[src/rtl/divx_pkg.sv]
package divx_pkg;
  typedef enum logic [1:0] {
    ST_IDLE = 2'd0,
    ST_RUN  = 2'd1,
    ST_FIX  = 2'd2
  } div_state_e;
endpackage

[src/rtl/divx_early_in.sv]
// Classifies the dividend width and returns the number of iterations needed.
module divx_early_in #(
  parameter int W       = 32,
  parameter int CLASSES = 4,
  parameter int CNT_W   = $clog2(W + 1)
) (
  input  logic [W-1:0]     val,
  input  logic             sgn,
  output logic [CNT_W-1:0] iters
);
  logic [CLASSES-1:1] narrow;

  for (genvar c = 1; c < CLASSES; c++) begin : g_cls
    localparam int K = c * W / CLASSES;
    // signed: upper bits only replicate the sign; unsigned: upper bits are zero
    assign narrow[c] = sgn ? ((&val[W-1:K-1]) | ~(|val[W-1:K-1]))
                           : ~(|val[W-1:K]);
  end

  always_comb begin
    iters = CNT_W'(W);
    for (int c = CLASSES - 1; c >= 1; c--) begin
      if (narrow[c]) iters = CNT_W'(c * W / CLASSES + 1);
    end
  end
endmodule

[src/rtl/divx_magnitude.sv]
// Absolute value of an operand in signed mode, pass-through otherwise.
module divx_magnitude #(
  parameter int W = 32
) (
  input  logic [W-1:0] v,
  input  logic         sgn,
  output logic [W-1:0] mag,
  output logic         neg
);
  assign neg = sgn & v[W-1];
  assign mag = neg ? (~v + W'(1)) : v;
endmodule

[src/rtl/divx_datapath.sv]
// Restoring shift-subtract registers: one quotient bit per step.
module divx_datapath #(
  parameter int W     = 32,
  parameter int CNT_W = $clog2(W + 1)
) (
  input  logic             clk,
  input  logic             rst,
  input  logic             load,
  input  logic             step,
  input  logic [W-1:0]     dvd_mag,
  input  logic [W-1:0]     dvs_mag,
  input  logic [CNT_W-1:0] shamt,
  output logic [W-1:0]     quo,
  output logic [W-1:0]     rem
);
  logic [W-1:0] rem_q, quo_q, dvs_q;
  logic [W:0]   shifted, diff;
  logic         ge;

  assign shifted = {rem_q, quo_q[W-1]};
  assign diff    = shifted - {1'b0, dvs_q};
  assign ge      = ~diff[W];

  always_ff @(posedge clk) begin
    if (rst) begin
      rem_q <= '0;
      quo_q <= '0;
      dvs_q <= '0;
    end else if (load) begin
      rem_q <= '0;
      quo_q <= dvd_mag << shamt;
      dvs_q <= dvs_mag;
    end else if (step) begin
      rem_q <= ge ? diff[W-1:0] : shifted[W-1:0];
      quo_q <= {quo_q[W-2:0], ge};
    end
  end

  assign quo = quo_q;
  assign rem = rem_q;
endmodule

[src/rtl/iter_divider.sv]
module iter_divider #(
  parameter int W       = 32,
  parameter int CLASSES = 4
) (
  input  logic         clk,
  input  logic         rst,
  input  logic         start_i,
  input  logic         signed_i,
  input  logic [W-1:0] dividend_i,
  input  logic [W-1:0] divisor_i,
  output logic         busy_o,
  output logic         done_o,
  output logic [W-1:0] hi_o,
  output logic [W-1:0] lo_o
);
  import divx_pkg::*;
  localparam int CNT_W = $clog2(W + 1);

  div_state_e       state_q;
  logic [CNT_W-1:0] cnt_q, iters, shamt;
  logic [W-1:0]     dvd_mag, dvs_mag, quo, rem, lo_q, hi_q;
  logic             dvd_neg, dvs_neg, qneg_q, rneg_q, busy_q, done_q;
  logic             accept, step;

  assign accept = start_i & (state_q == ST_IDLE);
  assign step   = (state_q == ST_RUN);
  assign shamt  = CNT_W'(W) - iters;

  divx_magnitude #(.W(W)) u_mag_a (
    .v(dividend_i), .sgn(signed_i), .mag(dvd_mag), .neg(dvd_neg));
  divx_magnitude #(.W(W)) u_mag_b (
    .v(divisor_i), .sgn(signed_i), .mag(dvs_mag), .neg(dvs_neg));

  divx_early_in #(.W(W), .CLASSES(CLASSES), .CNT_W(CNT_W)) u_early (
    .val(dividend_i), .sgn(signed_i), .iters(iters));

  divx_datapath #(.W(W), .CNT_W(CNT_W)) u_dp (
    .clk(clk), .rst(rst), .load(accept), .step(step),
    .dvd_mag(dvd_mag), .dvs_mag(dvs_mag), .shamt(shamt),
    .quo(quo), .rem(rem));

  always_ff @(posedge clk) begin
    if (rst) begin
      state_q <= ST_IDLE;
      cnt_q   <= '0;
      qneg_q  <= 1'b0;
      rneg_q  <= 1'b0;
      busy_q  <= 1'b0;
      done_q  <= 1'b0;
      lo_q    <= '0;
      hi_q    <= '0;
    end else begin
      done_q <= 1'b0;
      case (state_q)
        ST_IDLE: if (accept) begin
          cnt_q   <= iters;
          qneg_q  <= dvd_neg ^ dvs_neg;
          rneg_q  <= dvd_neg;
          busy_q  <= 1'b1;
          state_q <= ST_RUN;
        end
        ST_RUN: begin
          cnt_q <= cnt_q - CNT_W'(1);
          if (cnt_q == CNT_W'(1)) state_q <= ST_FIX;
        end
        ST_FIX: begin
          lo_q    <= qneg_q ? (~quo + W'(1)) : quo;
          hi_q    <= rneg_q ? (~rem + W'(1)) : rem;
          done_q  <= 1'b1;
          busy_q  <= 1'b0;
          state_q <= ST_IDLE;
        end
        default: state_q <= ST_IDLE;
      endcase
    end
  end

  assign busy_o = busy_q;
  assign done_o = done_q;
  assign lo_o   = lo_q;
  assign hi_o   = hi_q;
endmodule

[config.mk]
export PLATFORM = sky130hd
export DESIGN_NAME = iter_divider
export DESIGN_NICKNAME = d
export VERILOG_FILES = /design/src/rtl/divx_pkg.sv /design/src/rtl/divx_early_in.sv /design/src/rtl/divx_magnitude.sv /design/src/rtl/divx_datapath.sv /design/src/rtl/iter_divider.sv
export SDC_FILE = /design/constraint.sdc
export NUM_CORES = 1
export LEC_CHECK = 0
export BUFFER_PORTS_ARGS = -buffer_cell sky130_fd_sc_hd__buf_2
export CORE_MARGIN = 2
export CORE_UTILIZATION = 50
export CTS_CLUSTER_DIAMETER = 50
export DETAILED_ROUTE_END_ITERATION = 7
export MAX_ROUTING_LAYER = met4
export PLACE_DENSITY = 0.67
export SLEW_MARGIN = 20
export SYNTH_ARGS = -nofsm -noshare
export SYNTH_HDL_FRONTEND = slang
export SYNTH_SLANG_ARGS = --single-unit
[constraint.sdc]
create_clock -name clk -period 4.1 [get_ports clk]
set_input_delay 0.205 -clock clk [delete_from_list [all_inputs] [get_ports clk]]
set_output_delay 0.205 -clock clk [all_outputs]
set_load 0.02 [all_outputs]
==> impl_metrics.tcl <==
set metrics [dict create \
    run_status "completed" \
    cts_root_buf "clkbuf_16" \
    r2r_cells 14 \
    grt_pass1_vias 10029 \
    holdCritPathClass "in -> reg" \
    drt_wl_total_um 31570 \
    drc 0 \
    finalSetupViolCount 0 \
    cap_violations 0 \
    rrSetupSlack_ns 0.56 \
    maxSlewHeadroom 0.2945 \
    grt_max_degree 51 \
    cts_post_setup_buffers_inserted 0 \
    multi_input_area_mm2 0.007305 \
    synth_area_leaders "dfxtp_1 (31%), xor2_1 (6.7%), o21ai_0 (6.7%)" \
    p_leak_nw 5.141 \
    rows 54 \
    drive_gt1_frac 0.1417 \
    start_util 0.5129 \
    crit_arrival_ns 3.82 \
    cts_tree "built" \
    synth-edff-count 0 \
    synthCells 1440 \
    io_buffers 133 \
    drv_slew 0 \
    nets 1632 \
    cts-resized-gates 0 \
    path_buf_inv 3 \
    filler_cell_count 2089 \
    avgSynthCellArea_um2 7.821 \
    cts_hold_buf 0 \
    fin_setup_tns_ns 0 \
    hpwl_um 23610 \
    dr.pass1.iters 7 \
    coreArea_mm2 0.02196 \
    viasPerCell 5.926 \
    num_vias 10773 \
    grt_use_total 0.2691 \
    dieArea_mm2 0.02374 \
    synth_nets 1547 \
    fp.dieH_um 154.1 \
    grt_antenna_before_repair 0 \
    cp_top_family "compound AO/OA/AOI/OAI gates" \
    place_congestion 0.9552 \
    die_w_um 154.1 \
    clock_sinks 172 \
    path_clk_slew_ns 0.07 \
    crit_start "u_dp.quo[31]$_SDFFE_PP0P_" \
    io_pins 134 \
    syn_to_final_growth_pct 13.11 \
    rsz0062_at_grt "false" \
    yosysTopAreaCell "dfxtp_1" \
    period_share 0.8634 \
    clock_skew_ns 0.01104 \
    crit_chain "inv_1 -> ha_1 -> inv_1 -> fa_1 -> a211oi_1 -> o21ai_0 -> nand2_1 -> a21oi_1 -> o21ai_1 -> a31oi_2 -> xor2_4 -> buf_12 -> mux2i_1 -> a21oi_1" \
    wl_per_cell_um 17.37 \
    synth.yosys.seq_area_share 0.3057 \
    drt_iter0_markers 745 \
    diodes 0 \
    synth-seq-cells 172 \
    cp_max_fo 19 \
    crit_type "reg -> reg" \
    endpoint "u_dp.rem[12]$_SDFFE_PP0P_" \
    rr_startpoint "u_dp.quo[31]$_SDFFE_PP0P_" \
    clock_latency_ns 0.44 \
    syn_area_mm2 0.01126 \
    cts_made_buffers 17 \
    slowest_stage "xor2_4" \
    p_per_area_mw_per_mm2 404.9 \
    seq_area_mm2 0.003443 \
    grt_pass1_wl_um 50460 \
    ys_types 78 \
    clk_path_buf_depth 2 \
    synth_warnings 0 \
    synth_top_area_frac 0.3057 \
    peakVddDrop_mv 0.2833 \
    ant_nets 0 \
    grt.overflow.total 0 \
    synth_ff_type "dfxtp_1" \
    critPathLaunchType "register" \
    slowest_delay_ns 0.48 \
    crit_path_end_kind "register" \
    max_freq_mhz 282.5 \
    post-route-util 0.5801 \
    crit_required_ns 4.38 \
    critical_path_cell_count 14 \
    fin_crit_ns 3.540 \
    htreeDepth 4 \
    finalPower_mw 5.158 \
    async_reset_ff_frac 0 \
    rr_endpoint "u_dp.rem[12]$_SDFFE_PP0P_" \
    tightest_slew_ns 1.058 \
    hold_violations 0 \
]
==> state kept, by name, summed over array words and instances (netlist names) <==
| register | flops |
|---|---|
| rneg_q | 1 |
| busy_o | 1 |
| hi_o | 32 |
| u_dp.rem | 32 |
| u_dp.dvs_q | 32 |
| qneg_q | 1 |
| lo_o | 32 |
| state_q | 2 |
| u_dp.quo | 32 |
| cnt_q | 6 |
| done_o | 1 |
==> kinds of logic after synthesis <==
family | share of synthesized area
multiplexers | 0.05033
flip-flops | 0.3057
AO/OA/AOI/OAI | 0.2476
buffers and inverters | 0.05033
AND/OR/NAND/NOR | 0.1915
XOR/XNOR | 0.1104
adder cells (fa/ha/maj) | 0.04400
==> stage by stage <==
| step | setup WS (ns) | cell area, um2 | hold slack [ns] | cells |
|---|---|---|---|---|
| after floorplan | 1.219 | 11260 | 0.3354 | 1440 |
| after global placement | 0.7155 | 12110 | 0.4300 | 1784 |
| after detailed placement | 0.6663 | 12110 | 0.4365 | 1784 |
| after CTS | 0.6430 | 12690 | 0.04346 | 1816 |
| after global routing | 0.3505 | 12740 | 0.09118 | 1818 |
| final | 0.5601 | 12740 | 0.05661 | 1818 |
==> worst min-delay path by stage <==
stage	start	end	slack [ns]	cells after the start
5_1_grt	divisor_i[29]	u_dp.dvs_q[29]$_SDFFE_PP0P_	0.09	3
3_3_place_gp	hi_o[19]$_SDFFE_PP0P_	hi_o[19]$_SDFFE_PP0P_	0.43	2
4_1_cts	divisor_i[29]	u_dp.dvs_q[29]$_SDFFE_PP0P_	0.04	3
2_1_floorplan	divisor_i[31]	u_dp.dvs_q[31]$_SDFFE_PP0P_	0.34	2
3_5_place_dp	hi_o[18]$_SDFFE_PP0P_	hi_o[18]$_SDFFE_PP0P_	0.44	2
6_report	divisor_i[29]	u_dp.dvs_q[29]$_SDFFE_PP0P_	0.06	3
==> report_power, final <==
part	switching [mW]	internal [mW]
sequential	0.122	1.76
combinational	0.980	0.672
clock	0.735	0.886
total	1.84	3.32
==> tightest hold or removal path, delay by kind of cell <==
kind,cells,cell delay (ns)
AOI/OAI and AO/OA,1,0.09
xor gates and xnor gates,1,0.06
buffers and inverters,1,0.09
==> cell usage after synthesis (8+ instances only) <==
library cell and number:
mux2i_1 51, nand2_1 159, nor3_1 32, or4_1 12
a21o_1 10, or3_1 15, a21oi_1 110, a31oi_1 14
a211oi_1 25, dfxtp_1 172, nand4_1 10, nor4_1 8
o31ai_1 22, nand3_1 34, clkbuf_1 57, inv_1 61
o41ai_1 13, and3_1 12, o21ai_0 150, buf_1 11
and2_1 8, o21a_1 13, xor2_1 86, ha_1 38
nor2_1 107, xnor2_1 56, o22ai_1 24
==> layout make-up <==
type | count | area share
Clock buffer | 20 | 0.03585
Inverter | 61 | 0.01797
Sequential cell | 172 | 0.2703
Multi-Input combinational cell | 1126 | 0.5734
Clock inverter | 12 | 0.009920
Tap cell | 280 | 0.02750
Timing Repair Buffer | 147 | 0.06502
==> routing by layer <==
layer	routed length, um	vias up	track usage
li1	-	5356	-
met4	867	0	0.09479
met1	13480	5105	0.3117
met2	16110	256	0.4802
met5	0	-	-
met3	1112	56	0.03213
==> cells in the final DEF (no fill, tap or decap), types with 15 or more instances in the layout <==
| cell | instances |
|---|---|
| dfxtp_1 | 172 |
| nand2_1 | 159 |
| o21ai_0 | 150 |
| buf_2 | 133 |
| a21oi_1 | 109 |
| nor2_1 | 106 |
| xor2_1 | 85 |
| inv_1 | 61 |
| xnor2_1 | 56 |
| mux2i_1 | 51 |
| ha_1 | 38 |
| nand3_1 | 34 |
| nor3_1 | 32 |
| a211oi_1 | 25 |
| o22ai_1 | 24 |
| o31ai_1 | 22 |
| clkbuf_16 | 17 |
| or3_1 | 15 |
Note: power is estimated with default switching activity, not from simulation.
